<file path="src/rtl/tod_pkg.sv">
package tod_pkg;
   parameter int unsigned NS_PER_SEC = 1_000_000_000;

   typedef enum logic {
      SRC_NOMINAL = 1'b0,
      SRC_ADJUST  = 1'b1
   } step_src_e;
endpackage

</file>
<file path="src/rtl/tod_step_sel.sv">
module tod_step_sel
   import tod_pkg::*;
#(
   parameter int PER_W       = 20,
   parameter int CNT_W       = 20,
   parameter logic [PER_W-1:0] RESET_STEP = '0
) (
   input  logic             clk,
   input  logic             rst_n,
   input  logic             step_wr_i,
   input  logic [PER_W-1:0] step_i,
   input  logic [PER_W-1:0] adj_step_i,
   input  logic             adj_wr_i,
   input  logic [CNT_W-1:0] adj_count_i,
   output logic [PER_W-1:0] inc_o,
   output logic [CNT_W-1:0] adj_cnt_o
);
   logic [PER_W-1:0] nom_q;
   logic [CNT_W-1:0] cnt_q;
   step_src_e        src;

   always_comb begin
      src   = (cnt_q != '0) ? SRC_ADJUST : SRC_NOMINAL;
      inc_o = (src == SRC_ADJUST) ? adj_step_i : nom_q;
   end

   always_ff @(posedge clk) begin
      if (!rst_n) begin
         nom_q <= RESET_STEP;
         cnt_q <= '0;
      end else begin
         if (step_wr_i) nom_q <= step_i;
         if (adj_wr_i)
            cnt_q <= adj_count_i;
         else if (src == SRC_ADJUST)
            cnt_q <= cnt_q - CNT_W'(1);
      end
   end

   assign adj_cnt_o = cnt_q;
endmodule

</file>
<file path="src/rtl/tod_drift.sv">
module tod_drift #(
   parameter int DRIFT_W  = 16,
   parameter int RATE_W   = 16,
   parameter bit DRIFT_EN = 1'b1
) (
   input  logic               clk,
   input  logic               rst_n,
   input  logic [DRIFT_W-1:0] amt_i,
   input  logic [RATE_W-1:0]  rate_i,
   output logic [DRIFT_W-1:0] add_o
);
   generate
      if (DRIFT_EN) begin : g_drift
         logic [RATE_W-1:0] cyc_q;
         logic              hit;

         always_comb begin
            hit   = (rate_i != '0) && (cyc_q >= rate_i - RATE_W'(1));
            add_o = hit ? amt_i : '0;
         end

         always_ff @(posedge clk) begin
            if (!rst_n)
               cyc_q <= '0;
            else if (rate_i == '0 || hit)
               cyc_q <= '0;
            else
               cyc_q <= cyc_q + RATE_W'(1);
         end
      end else begin : g_nodrift
         assign add_o = '0;
      end
   endgenerate
endmodule

</file>
<file path="src/rtl/tod_accum.sv">
module tod_accum
   import tod_pkg::*;
#(
   parameter int SEC_W   = 48,
   parameter int NS_W    = 30,
   parameter int FRAC_W  = 16,
   parameter int PER_W   = 20,
   parameter int DRIFT_W = 16
) (
   input  logic               clk,
   input  logic               rst_n,
   input  logic [PER_W-1:0]   inc_i,
   input  logic [DRIFT_W-1:0] drift_i,
   input  logic               load_i,
   input  logic [SEC_W-1:0]   load_sec_i,
   input  logic [NS_W-1:0]    load_ns_i,
   output logic [SEC_W-1:0]   sec_o,
   output logic [NS_W-1:0]    ns_o,
   output logic [FRAC_W-1:0]  frac_o
);
   localparam int ACC_W = NS_W + FRAC_W;
   localparam int SUM_W = ACC_W + 1;
   localparam logic [NS_W:0] NS_LIM = (NS_W+1)'(NS_PER_SEC);

   logic [SEC_W-1:0]  sec_q;
   logic [NS_W-1:0]   ns_q;
   logic [FRAC_W-1:0] fr_q;
   logic [SUM_W-1:0]  sum;
   logic [NS_W:0]     ns_raw;
   logic [NS_W:0]     ns_nx;
   logic              wrap;

   always_comb begin
      sum    = SUM_W'({ns_q, fr_q}) + SUM_W'(inc_i) + SUM_W'(drift_i);
      ns_raw = sum[SUM_W-1:FRAC_W];
      wrap   = (ns_raw >= NS_LIM);
      ns_nx  = wrap ? (ns_raw - NS_LIM) : ns_raw;
   end

   always_ff @(posedge clk) begin
      if (!rst_n) begin
         sec_q <= '0;
         ns_q  <= '0;
         fr_q  <= '0;
      end else if (load_i) begin
         sec_q <= load_sec_i;
         ns_q  <= load_ns_i;
         fr_q  <= '0;
      end else begin
         ns_q <= ns_nx[NS_W-1:0];
         fr_q <= sum[FRAC_W-1:0];
         if (wrap) sec_q <= sec_q + SEC_W'(1);
      end
   end

   assign sec_o  = sec_q;
   assign ns_o   = ns_q;
   assign frac_o = fr_q;
endmodule

</file>
<file path="src/rtl/tod_counter.sv">
module tod_counter #(
   parameter int SEC_W    = 48,
   parameter int NS_W     = 30,
   parameter int FRAC_W   = 16,
   parameter int PER_W    = 20,
   parameter int CNT_W    = 20,
   parameter int DRIFT_W  = 16,
   parameter int RATE_W   = 16,
   parameter bit DRIFT_EN = 1'b1,
   parameter logic [PER_W-1:0] RESET_STEP = PER_W'(32'h0008_0000)
) (
   input  logic               clk,
   input  logic               rst_n,
   input  logic               step_wr_i,
   input  logic [PER_W-1:0]   step_i,
   input  logic [PER_W-1:0]   adj_step_i,
   input  logic               adj_wr_i,
   input  logic [CNT_W-1:0]   adj_count_i,
   input  logic [DRIFT_W-1:0] drift_amt_i,
   input  logic [RATE_W-1:0]  drift_rate_i,
   input  logic               load_i,
   input  logic [SEC_W-1:0]   load_sec_i,
   input  logic [NS_W-1:0]    load_ns_i,
   output logic [SEC_W-1:0]   sec_o,
   output logic [NS_W-1:0]    ns_o,
   output logic [FRAC_W-1:0]  frac_o,
   output logic [CNT_W-1:0]   adj_cnt_o
);
   generate
      if (NS_W < 30) begin : g_bad_ns
         $error("NS_W must hold one billion");
      end
      if (PER_W <= FRAC_W || PER_W - FRAC_W > 16) begin : g_bad_per
         $error("step needs whole-ns bits and must stay far below one second");
      end
      if (DRIFT_W > FRAC_W + 8) begin : g_bad_drift
         $error("drift amount too wide");
      end
   endgenerate

   logic [PER_W-1:0]   inc;
   logic [DRIFT_W-1:0] drift_add;

   tod_step_sel #(
      .PER_W(PER_W), .CNT_W(CNT_W), .RESET_STEP(RESET_STEP)
   ) u_sel (
      .clk(clk), .rst_n(rst_n),
      .step_wr_i(step_wr_i), .step_i(step_i), .adj_step_i(adj_step_i),
      .adj_wr_i(adj_wr_i), .adj_count_i(adj_count_i),
      .inc_o(inc), .adj_cnt_o(adj_cnt_o)
   );

   tod_drift #(
      .DRIFT_W(DRIFT_W), .RATE_W(RATE_W), .DRIFT_EN(DRIFT_EN)
   ) u_drift (
      .clk(clk), .rst_n(rst_n),
      .amt_i(drift_amt_i), .rate_i(drift_rate_i), .add_o(drift_add)
   );

   tod_accum #(
      .SEC_W(SEC_W), .NS_W(NS_W), .FRAC_W(FRAC_W),
      .PER_W(PER_W), .DRIFT_W(DRIFT_W)
   ) u_acc (
      .clk(clk), .rst_n(rst_n),
      .inc_i(inc), .drift_i(drift_add),
      .load_i(load_i), .load_sec_i(load_sec_i), .load_ns_i(load_ns_i),
      .sec_o(sec_o), .ns_o(ns_o), .frac_o(frac_o)
   );
endmodule

</file>
<file path="config.mk">
export PLATFORM = sky130hd
export DESIGN_NAME = tod_counter
export DESIGN_NICKNAME = d
export VERILOG_FILES = /design/src/rtl/tod_pkg.sv /design/src/rtl/tod_step_sel.sv /design/src/rtl/tod_drift.sv /design/src/rtl/tod_accum.sv /design/src/rtl/tod_counter.sv
export SDC_FILE = /design/constraint.sdc
export NUM_CORES = 1
export LEC_CHECK = 0
export ABC_AREA = 1
export BUFFER_PORTS_ARGS = -buffer_cell sky130_fd_sc_hd__buf_4
export CAP_MARGIN = 20
export CELL_PAD_IN_SITES_DETAIL_PLACEMENT = 1
export CELL_PAD_IN_SITES_GLOBAL_PLACEMENT = 2
export CORE_MARGIN = 2
export CORE_UTILIZATION = 28
export DETAILED_ROUTE_END_ITERATION = 7
export PLACE_DENSITY_LB_ADDON = 0.1
export REMOVE_ABC_BUFFERS = 1
export SETUP_SLACK_MARGIN = 0.5
export SLEW_MARGIN = 5
export SYNTH_ARGS = -nofsm -noshare
export SYNTH_HDL_FRONTEND = slang
export SYNTH_SLANG_ARGS = --single-unit
</file>
<file path="constraint.sdc">
create_clock -name clk -period 8.06 [get_ports clk]
set_input_delay 1.612 -clock clk [delete_from_list [all_inputs] [get_ports clk]]
set_output_delay 1.612 -clock clk [all_outputs]
set_load 0.005 [all_outputs]
</file>
=== Word-level counts from Yosys, hierarchy flattened ===
Index checks and enable logic that the tools add are counted.

* Logic and storage cells: 34
* Input bits: 175
* Bits in registers: 150
* Output and inout port bits: 114

* Add/subtract/negate cells: 7
* Reduce and logical (&&, ||, !) cells: 9
* Magnitude comparators: 2
* Bitwise operators: 1
* Multiplexer cells: 9

{| class="wikitable"
|+ Operators with widths
! kind !! number
|-
| $mux W48 || 2
|-
| $mux W20 || 3
|-
| $mux W30 || 2
|-
| $add A48 B1 Y48 const B || 1
|-
| $add A46 B20 Y47 || 1
|-
| $add A47 B16 Y47 || 1
|-
| $ge A31 B30 Y1 const B || 1
|-
| $sub A30 B30 Y30 const B || 1
|-
| $reduce_bool A20 Y1 || 1
|-
| $sub A20 B1 Y20 const B || 1
|-
| $add A16 B1 Y16 const B || 1
|-
| $ge A16 B16 Y1 || 1
|-
| $logic_not A16 Y1 || 1
|-
| $mux W16 || 1
|-
| $reduce_bool A16 Y1 || 1
|-
| $sub A16 B1 Y16 const B || 1
|-
| $reduce_bool A2 Y1 || 2
|-
| $reduce_or A2 Y1 || 2
|-
| $logic_and A1 B1 Y1 || 1
|-
| $logic_or A1 B1 Y1 || 1
|-
| $mux W1 || 1
|-
| $not A1 Y1 || 1
|}

=== Longest topological paths before layout ===
Gate-level depths: netlist of the first run.

* Depth after elaboration: 8
* Mapped depth: 47
* Gate-level depth less buffers: 47

=== Cells and area by module ===
A second synthesis of the first run with hierarchy kept.

* Cell total of the unflattened synthesis: 2105
* Area, all modules: 12634.6 sq um

{| class="wikitable"
|+ By module, submodules not included
! module !! instances !! cells an instance !! sequential area each (sq um) !! area an instance (sq um)
|-
| tod_accum || 1 || 1482 || 1881.8 || 8699.6
|-
| tod_step_sel || 1 || 366 || 800.8 || 2278.4
|-
| tod_drift || 1 || 257 || 320.3 || 1656.6
|}

=== Worst setup path after synthesis of the first run ===
OpenSTA, ideal clock, no wires.

* Path kind: input-to-reg
* Start point: input port drift_rate_i[2]
* End point: register u_acc.sec_q[15], in the netlist u_acc.sec_o[15]
* Buffers on the path: 2
* Library setup time: 0.062 ns
* Setup slack: 0.928 ns
* Arrival: 7.070 ns
* Required time: 7.998 ns
* Stages on the path: 45
* Path through: nor2_1 -> nand2_1 -> nor3_1 -> nand3_1 -> nor2_1 -> inv_1 -> nor4_1 -> nand2_1 -> xor2_1 -> inv_1 -> ha_1 -> nand2_1 -> nor2_1 -> a211oi_1 -> nand2_1 -> nand2_1 -> inv_1 -> clkbuf_1 -> [9 not listed] -> nand3_1 -> nand2_1 -> nand3_2 -> nand2_1 -> nand2_1 -> ha_1 -> inv_1 -> nand3_1 -> nand3_1 -> nand3_1 -> nand2_1 -> nand3_2 -> nand3_4 -> nand2_4 -> nor2_8 -> buf_8 -> nand2_2 -> nand3_1

* Longest elaborated chain between the ends: 7
* Elaborated cells on any way between the ends: 8
* Classes of those cells: 2 x add/sub; 2 x order compare; 1 x mux; 3 x reduce/logical

{| class="wikitable"
|+ RTL lines
! what !! RTL line !! source
|-
| from (decl) || tod_counter.sv:20 || <nowiki>input logic [RATE_W-1:0] drift_rate_i,</nowiki>
|-
| $sub A16 B1 Y16 || tod_drift.sv:18 || <nowiki>hit = (rate_i != '0) && (cyc_q >= rate_i - RATE_W'(1));</nowiki>
|-
| $ge A16 B16 Y1 || tod_drift.sv:18 ||
|-
| $logic_and A1 B1 Y1 * || tod_drift.sv:18 ||
|-
| $mux W16 * || tod_drift.sv:19 || <nowiki>add_o = hit ? amt_i : '0;</nowiki>
|-
| $add A47 B16 Y47 * || tod_accum.sv:34 || <nowiki>sum = SUM_W'({ns_q, fr_q}) + SUM_W'(inc_i) + SUM_W'(drift_i);</nowiki>
|-
| $ge A31 B30 Y1 * || tod_accum.sv:36 || <nowiki>wrap = (ns_raw >= NS_LIM);</nowiki>
|-
| $reduce_bool A2 Y1 (no source line) * || -- ||
|-
| to (signal assigned) || tod_accum.sv:46 || <nowiki>sec_q <= load_sec_i;</nowiki>
|-
| to (signal assigned) || tod_accum.sv:52 || <nowiki>if (wrap) sec_q <= sec_q + SEC_W'(1);</nowiki>
|-
| to (decl) || tod_accum.sv:25 || <nowiki>logic [SEC_W-1:0] sec_q;</nowiki>
|}

Mark *: on every way between the ends. The rest lies on a longest branch, timed or not.
A chain may end at the register's enable or synchronous reset.

=== Worst setup path after layout of the first run ===
* Start point: input port drift_rate_i[0]
* End point: register u_acc.sec_q[28], in the netlist u_acc.sec_o[28]

Same word-level chain as after synthesis.

==> metrics.yaml, run 1 <==
sta:
  period_share_pct: 87.4
  final-max-slew-violation-count: 0
  finalClockSkew_ns: 0.0108
  setup_ws_ns: 1.01
  finalSetupViolCount: 0
  period_minus_slack_ns: 7.05
  hold_viol: 0
  slew_headroom_pct: 30.8
  rsz0062_at_grt: "true"
  tns_ns: 0
  max_freq_mhz: 142
  tightest_slew_ns: 1.03
  hold_slack_ns: 0.468
grt:
  grt_pass1_vias: 14359
  grt_max_degree: 62
  grt_usage_pct: 22.2
  grt_first_pass_wirelength_um: 78100
  antenna_found_initial: 0
  overflow: 0
synth:
  synth_seq_area_share_pct: 24.5
  synth_edf_count: 0
  synth_top_area_share_pct: 24.5
  yosys.area_share.simple_pct: 42.0
  synth_cell_type_count: 59
  synth_area_leaders: "dfxtp_1 (25%), nand2_1 (18%), inv_1 (8.3%)"
  synthMuxAreaShare_pct: 1.07
  synth-adder-area-share_pct: 7.48
  synth_compound_area_share_pct: 8.48
  synth_top_family_by_area: "simple AND/OR/NAND/NOR gates"
  avgSynthCellArea_um2: 6.10
  async_flop_share_pct: 0
  yosys.area.top_type: "dfxtp_1"
  synth_area_um2: 12200
  synth_xor_area_share_pct: 5.21
  synth_seq_cells: 150
  ys_warn_count: 0
  ys.flop_type: "dfxtp_1"
  syn_inst: 2006
setup_path:
  crit_arrival_ns: 7.36
  path_delay_family: "simple AND/OR/NAND/NOR gates"
  worstSetupPathType: "input port to flip-flop"
  max_stage_delay_ns: 0.50
  required_ns: 8.37
  cp.buffers_inverters: 11
  worst-path-max-fanout: 12
  cpMostUsedCell: "nand2_1"
  start_kind: "input port"
  slowest_stage: "fa_1"
  worstSetupEndpointType: "flip-flop"
placed_design:
  place.gp.congestion: 0.884
  io_buffer_count: 288
  dpl_worst_slack_ns: -0.233
  dp_hpwl_um: 39700
  post_dp_cell_area_um2: 15500
floorplan:
  coreArea_um2: 43100
  die_h_um: 213
  rows: 76
  initial_utilization_pct: 28.4
  dieArea_um2: 45400
  die_width_um: 213
  ioPinCount: 289
clock_network:
  clock-root-buffer: "clkbuf_16"
  numCtsBuffers: 17
  clock_latency_ns: 0.46
  htree_levels: 4
  clk_pin_slew_ns: 0.06
  cts_buffer_depth: 2
  cts_num_sinks: 150
  cts_tree: "built"
  postCtsHoldBufs: 0
route:
  detail_route.vias_per_cell: 4.71
  finalWirelength_um: 50100
  vias: 13842
  dr.first_iter.drc_count: 549
  wire_per_inst_um: 17.0
  dr.pass1.iters: 4
  drc: 0
  antenna_left: 0
run_status:
  status: "complete, no violations"
hold_path:
  min_path_type: "flip-flop to flip-flop"
final_layout:
  final_net_count: 2581
  design_area_um2: 16400
  diodes: 0
  layout_commonest_cell: "nand2_1"
  final_cell_mix: "nand2_1 (578), buf_4 (355), inv_1 (268), nor2_1 (229), nand3_1 (158)"
  drive_above_1_share_pct: 23.1
  area_growth_pct: 34.4
pwr:
  ir_worst_vdd_mv: 0.116
  cellPowerDensity_nw_per_um2: 145
  total_power_mw: 2.38
  p_leak_nw: 8.19
run:
  drv_cap: 0
==> worst min-delay path: cells and delay by family, from the launching register on <==
family / cells / cell delay (ns)
flops: 1 / 0.33
simple gates: 2 / 0.11
==> power breakdown <==
| part | switching, mW | internal, mW |
|---|---|---|
| sequential | 0.0650 | 0.791 |
| combinational | 0.372 | 0.278 |
| clock | 0.351 | 0.520 |
==> routing by layer <==
metal  global-route usage (%)  share of wire, %  routed length, um
met1                     28.5                46              23300
met4                     6.39               2.1               1050
met5                        0                 0                  0
met2                     38.1                48              23800
met3                     3.77               3.8               1900
==> logic make-up (layout without fill, tap and decap cells) <==
| family | after synthesis | in the layout |
|---|---|---|
| AO/OA/AOI/OAI | 181 | 181 |
| XOR/XNOR | 72 | 72 |
| multiplexers | 13 | 13 |
| buffers and inverters | 351 | 694 |
| AND/OR/NAND/NOR | 1176 | 1180 |
| flip-flops | 150 | 150 |
| adder cells (fa/ha/maj) | 63 | 63 |
==> stage by stage <==
stage | instances | utilization, %
finish | 2938 | 38.2
global route | 2938 | 38.2
CTS | 2933 | 37.4
detailed placement | 2901 | 36.0
global placement | 2901 | 36.0
floorplan | 1955 | -
==> cell usage after synthesis (2+ instances only) <==
master	instances
nand2_1	592
inv_1	272
nor2_1	244
nand3_1	161
dfxtp_1	150
a21oi_1	70
o21ai_0	58
xor2_1	53
ha_1	46
nand4_1	44
nand2_2	38
nor3_1	37
clkbuf_1	36
inv_2	27
xnor2_1	18
a22oi_1	17
fa_1	17
nor4_1	13
mux2i_1	12
nand3b_1	11
nor2_2	10
a31oi_1	7
buf_4	6
nand3_2	5
nor3b_1	5
o21a_1	5
buf_1	4
nor2_4	4
o31ai_1	3
a2111oi_0	2
a211oi_1	2
a21boi_0	2
a21boi_1	2
a22o_1	2
buf_2	2
buf_8	2
nor2_8	2
nor3_2	2
o21ai_1	2
o21bai_1	2
==> state kept, by name (all words and copies together), names as in the netlist <==
register / flops
u_acc.frac_o: 16
u_acc.ns_o: 30
u_drift.g_drift.cyc_q: 16
u_sel.nom_q: 20
u_acc.sec_o: 48
u_sel.adj_cnt_o: 20
==> cell type report <==
| class | instances | area, um^2 |
|---|---|---|
| well taps | 585 | 732 |
| clock inverters | 9 | 154 |
| repair buffers | 365 | 2850 |
| multi-input cells | 1509 | 8140 |
| inverters | 300 | 1130 |
| clock buffers | 20 | 447 |
| flip-flops and latches | 150 | 3000 |
| fillers | 5700 | 26600 |
==> worst paths after layout <==
check | startpoint | end | slack, ns | cells after the start
worst max-delay path | drift_rate_i[0] | u_acc.sec_o[28] | 1.01 | 45
worst min-delay path | u_sel.nom_q[19] | u_sel.nom_q[19] | 0.47 | 2
worst max register to register | u_sel.adj_cnt_o[12] | u_acc.sec_o[28] | 1.93 | 28
worst min register to register | u_sel.nom_q[19] | u_sel.nom_q[19] | 0.47 | 2
==> what timing repair did <==
action	in CTS	in global routing
gates resized for setup	3	60
setup buffers	0	4
endpoints found under the setup margin	46	69
pin swaps	3	8
cloned	3	1
(Power assumes the default switching activity.)
==> run 2, diff against run 1 <==
--- a/config.mk
+++ b/config.mk
@@ -10,9 +10,11 @@
 export CAP_MARGIN = 20
 export CELL_PAD_IN_SITES_DETAIL_PLACEMENT = 1
 export CELL_PAD_IN_SITES_GLOBAL_PLACEMENT = 2
+export CORE_ASPECT_RATIO = 0.5
 export CORE_MARGIN = 2
 export CORE_UTILIZATION = 28
 export DETAILED_ROUTE_END_ITERATION = 7
+export MAX_ROUTING_LAYER = met4
 export PLACE_DENSITY_LB_ADDON = 0.1
 export REMOVE_ABC_BUFFERS = 1
 export SETUP_SLACK_MARGIN = 0.5
==> metrics.yaml, run 2 (synthesis results as in run 1) <==
sta:
  finalClockSkew_ns: 0.0122
  tightest_slew_ns: 1.00
  hold_viol: 0
  period_minus_slack_ns: 7.14
  final-max-slew-violation-count: 0
  max_freq_mhz: 140
  setup_ws_ns: 0.920
  period_share_pct: 88.6
  finalSetupViolCount: 0
  rsz0062_at_grt: "false"
  slew_headroom_pct: 33.2
setup_path:
  worstSetupPathType: "input port to flip-flop"
  ff2ff_path_depth: 41
  required_ns: 8.37
  setup.worst_path.start: "drift_rate_i[0]"
  r2r-end: "u_acc.sec_o[39]"
  slowest_stage: "fa_1"
  worstSetupEndpointType: "flip-flop"
  max_stage_delay_ns: 0.51
  crit_arrival_ns: 7.45
  setup.worst_path.end: "u_acc.sec_o[39]"
  rrSetupSlack_ns: 2.49
  start_kind: "input port"
  worst-path-max-fanout: 7
  worstReg2RegStart: "u_drift.g_drift.cyc_q[0]"
route:
  detail_route.vias_per_cell: 4.66
  antenna_left: 0
  finalWirelength_um: 49700
  vias: 13566
  drc: 0
  dr.first_iter.drc_count: 513
  dr.pass1.iters: 5
  wire_per_inst_um: 17.1
grt:
  grt_pass1_vias: 13932
  antenna_found_initial: 0
  grt_first_pass_wirelength_um: 76800
  grt_usage_pct: 22.1
  overflow: 0
  grt_max_degree: 51
clock_network:
  cts_tree: "built"
  htree_levels: 4
  clock-root-buffer: "clkbuf_16"
  clock_latency_ns: 0.46
  postCtsHoldBufs: 0
  cts_buffer_depth: 2
  cts_num_sinks: 150
  numCtsBuffers: 17
  clk_pin_slew_ns: 0.06
run_status:
  status: "complete, no violations"
placed_design:
  dp_hpwl_um: 39300
  place.gp.congestion: 0.885
  io_buffer_count: 288
  dpl_worst_slack_ns: -0.0806
final_layout:
  final_cell_mix: "nand2_1 (558), buf_4 (323), inv_1 (265), nor2_1 (222), dfxtp_1 (150)"
  drive_above_1_share_pct: 24.2
  final_net_count: 2548
  layout_commonest_cell: "nand2_1"
  area_growth_pct: 34.5
  largest_register_ffs: 48
  post-route-util_pct: 37.9
pwr:
  ir_worst_vdd_mv: 0.161
  p_leak_nw: 8.09
  cellPowerDensity_nw_per_um2: 144
floorplan:
  coreArea_um2: 43400
  die_h_um: 152
  die_width_um: 300
  rows: 54
  initial_utilization_pct: 28.2
  dieArea_um2: 45500
  ioPinCount: 289
run:
  drv_cap: 0
hold_path:
  min_path_type: "flip-flop to flip-flop"
-- run 2: changes by cell type in the layout (fill, tap and decap cells not counted), sizes merged --
cell / change
nor2: -4
diode: +1
clkbuf: +2
clkinvlp: +1
clkinv: +1
inv: +2
buf: -32
bufinv: -1
-- run 2: worst min path at each step --
stage | from | cells after the start | end | slack (ns)
floorplan | u_sel.nom_q[19] | 2 | u_sel.nom_q[19] | 0.43
global placement | u_sel.nom_q[19] | 2 | u_sel.nom_q[19] | 0.44
detailed placement | u_sel.nom_q[19] | 2 | u_sel.nom_q[19] | 0.48
CTS | u_sel.nom_q[19] | 2 | u_sel.nom_q[19] | 0.50
global route | u_sel.nom_q[19] | 2 | u_sel.nom_q[19] | 0.52
finish | u_sel.nom_q[19] | 2 | u_sel.nom_q[19] | 0.48
-- run 2: where the power goes --
part | leakage, nW | internal (mW) | switching (mW)
clock network | 0.285 | 0.493 | 0.363
logic | 6.56 | 0.279 | 0.379
registers | 1.24 | 0.791 | 0.0615
-- run 2: repair_timing --
action	4_1_cts	5_1_grt
pin swaps	0	21
resized for setup	3	122
endpoints found under the setup margin	65	69
cloned	0	4
buffers inserted	0	14
-- run 2: critical path: cells and delay by family --
family	cells	cell delay, ns
and+or+nand+nor	25	2.60
adders and majority gates	6	1.70
buffers and inverters	9	0.93
AOI/OAI and AO/OA	3	0.46
xor gates and xnor gates	1	0.15
-- run 2: per-stage QoR --
step	setup TNS (ns)	power [mW]	cell area, um^2	hold slack (ns)	cells
2_1_floorplan	0	1.18	12000	0.429	1955
3_3_place_gp	0	1.47	15200	0.443	2861
3_5_place_dp	-1.90	1.48	15200	0.483	2861
4_1_cts	0	2.35	15800	0.498	2892
5_1_grt	0	2.52	16500	0.517	2910
6_report	0	2.37	16500	0.484	2911
-- run 2: final cells by class --
| cell class | instances | area, um^2 |
|---|---|---|
| sequential | 150 | 3000 |
| clock buffer | 19 | 443 |
| fill | 5648 | 26900 |
| tap | 588 | 736 |
| multi-input combinational | 1505 | 8340 |
| antenna | 1 | 2.50 |
| timing repair buffer | 336 | 2650 |
| clock inverter | 12 | 154 |
| inverter | 300 | 1130 |
-- run 2: layer usage --
metal	share of wire, %	track usage [%]	vias up
met5	0	-	-
li1	-	-	6961
met2	49	37.7	179
met3	2.9	3.27	38
met1	47	27.9	6388
met4	1.5	4.02	0
==> run 3, diff against run 2 <==
--- a/config.mk
+++ b/config.mk
@@ -5,14 +5,13 @@
 export SDC_FILE = /design/constraint.sdc
 export NUM_CORES = 1
 export LEC_CHECK = 0
-export ABC_AREA = 1
 export BUFFER_PORTS_ARGS = -buffer_cell sky130_fd_sc_hd__buf_4
 export CAP_MARGIN = 20
 export CELL_PAD_IN_SITES_DETAIL_PLACEMENT = 1
 export CELL_PAD_IN_SITES_GLOBAL_PLACEMENT = 2
 export CORE_ASPECT_RATIO = 0.5
 export CORE_MARGIN = 2
-export CORE_UTILIZATION = 28
+export CORE_UTILIZATION = 30
 export DETAILED_ROUTE_END_ITERATION = 7
 export MAX_ROUTING_LAYER = met4
 export PLACE_DENSITY_LB_ADDON = 0.1
==> metrics.yaml, run 3 <==
run_status:
  status: "complete, no violations"
route:
  drc: 0
  detail_route.vias_per_cell: 5.25
  dr.pass1.iters: 5
  dr.first_iter.drc_count: 436
  vias: 12036
  antenna_left: 0
  finalWirelength_um: 45600
  wire_per_inst_um: 19.9
final_layout:
  diodes: 0
  drive_above_1_share_pct: 41.1
  fillers: 4088
  seq_area_um2: 3000
  final_cells: 2294
  area_growth_pct: 59.9
  largest_register_ffs: 48
  final_net_count: 2045
  layout_commonest_cell: "buf_4"
  final_cell_mix: "buf_4 (464), dfxtp_1 (150), nor2_1 (143), nand2_1 (101), inv_1 (64)"
  multi_input_area_um2: 8290
  design_area_um2: 16900
floorplan:
  coreArea_um2: 34600
  dieArea_um2: 36900
  rows: 48
  ioPinCount: 289
  die_width_um: 270
  die_h_um: 137
  initial_utilization_pct: 30.6
synth:
  synth.top_cells.by_count: "dfxtp_1 (150), nor2_1 (146), nand2_1 (104), o21ai_0 (82), inv_1 (73)"
  yosys.area.top_type: "dfxtp_1"
  synth_seq_area_share_pct: 28.4
  synth_top_area_share_pct: 28.4
  synth_area_leaders: "dfxtp_1 (28%), ha_1 (5.4%), nor2_1 (5.2%)"
  ys_warn_count: 0
  async_flop_share_pct: 0
  synth_seq_cells: 150
  post-synth-top-count-cell: "dfxtp_1"
  synth_edf_count: 0
  ys.flop_type: "dfxtp_1"
  avgSynthCellArea_um2: 7.87
  synth_cell_type_count: 87
  synth_area_um2: 10600
  syn_inst: 1345
sta:
  rsz0062_at_grt: "true"
  period_minus_slack_ns: 7.99
  period_share_pct: 99.2
  max_freq_mhz: 125
  slew_headroom_pct: 31.8
  finalClockSkew_ns: 0.0145
  finalSetupViolCount: 0
  final-max-slew-violation-count: 0
  tightest_slew_ns: 1.02
  hold_viol: 0
  setup_ws_ns: 0.0684
  tns_ns: 0
setup_path:
  cp.buffers_inverters: 6
  crit_arrival_ns: 8.39
  path_delay_family: "compound AO/OA/AOI/OAI gates"
  worstSetupEndpointType: "flip-flop"
  worstSetupPathType: "input port to flip-flop"
  start_kind: "input port"
  cpMostUsedCell: "a21o_1"
  slowest_stage: "or4_1"
  max_stage_delay_ns: 0.53
  required_ns: 8.46
  worst-path-max-fanout: 13
clock_network:
  numCtsBuffers: 17
  cts_tree: "built"
  clock_latency_ns: 0.46
  cts_num_sinks: 150
  clock-root-buffer: "clkbuf_16"
  clk_pin_slew_ns: 0.06
  cts_buffer_depth: 2
  htree_levels: 4
  postCtsHoldBufs: 0
placed_design:
  io_buffer_count: 288
  dpl_worst_slack_ns: -0.848
  dp_hpwl_um: 32500
  place.gp.congestion: 0.869
  post-place-cells: 2200
  post_dp_cell_area_um2: 14300
pwr:
  total_power_mw: 2.45
  p_leak_nw: 7.17
  cellPowerDensity_nw_per_um2: 145
  ir_worst_vdd_mv: 0.117
grt:
  grt_usage_pct: 24.5
  grt_max_degree: 55
  grt_first_pass_wirelength_um: 69500
  antenna_found_initial: 0
  grt_pass1_vias: 12712
  overflow: 0
run:
  drv_cap: 0
hold_path:
  min_path_type: "flip-flop to flip-flop"
-- run 3: final cells by class --
| type | instances | area share, % |
|---|---|---|
| clock buffers | 21 | 2.78 |
| clock inverters | 10 | 0.710 |
| well taps | 475 | 3.51 |
| flip-flops and latches | 150 | 17.7 |
| inverters | 74 | 1.67 |
| multi-input cells | 1052 | 49.0 |
| repair buffers | 512 | 24.6 |
-- run 3: worst paths after layout --
check             depth (start not counted)  slack [ns]         endpoint                      from
setup / recovery                         33        0.07   u_acc.ns_o[22]           drift_rate_i[0]
hold / removal                            2        0.48  u_sel.nom_q[19]           u_sel.nom_q[19]
setup reg to reg                         32        1.00   u_acc.ns_o[22]  u_drift.g_drift.cyc_q[0]
hold reg to reg                           2        0.48  u_sel.nom_q[19]           u_sel.nom_q[19]
-- run 3: where the power goes --
group | switching [mW] | internal (mW) | total, mW
Combinational | 0.368 | 0.383 | 0.751
Sequential | 0.0644 | 0.794 | 0.858
Clock | 0.363 | 0.481 | 0.844
-- run 3: metal layers --
layer	GRT usage, %	wire (um)	vias up
met2	43.6	23500	207
met1	28.9	20000	5996
met4	6.33	789	0
li1	-	-	5776
met3	4.18	1430	57
met5	-	0	-
-- run 3: metrics by stage --
step	hold WS (ns)	utilization, %
6_report	0.481	48.9
5_1_grt	0.513	48.9
4_1_cts	0.481	46.7
3_5_place_dp	0.481	41.4
3_3_place_gp	0.464	41.4
2_1_floorplan	0.440	-
-- run 3: logic make-up (layout without fill, tap and decap cells) --
kind of cell | count (synthesis) | in the layout | share of synthesized area, %
flops | 150 | 150 | 28.4
mux | 37 | 37 | 3.51
compound gates | 341 | 343 | 21.7
buf+inv | 145 | 617 | 5.44
xor+xnor | 88 | 88 | 7.35
simple gates | 521 | 521 | 25.0
fa+ha+maj | 63 | 63 | 8.65
-- run 3: worst reg2reg max path, delay by kind of cell (launching register included) --
kind	cells	cell delay (ns)
adder cells (fa/ha/maj)	4	1.30
AO/OA/AOI/OAI	15	2.73
flip-flops	1	0.44
buffers and inverters	4	0.56
AND/OR/NAND/NOR	9	1.98
-- run 3: what timing repair did --
action / 4_1_cts / 5_1_grt
gates resized for setup: 171 / 117
buffers inserted: 39 / 15
endpoints found under the setup margin: 69 / 69
cloned: 4 / 3
pin swaps: 136 / 66
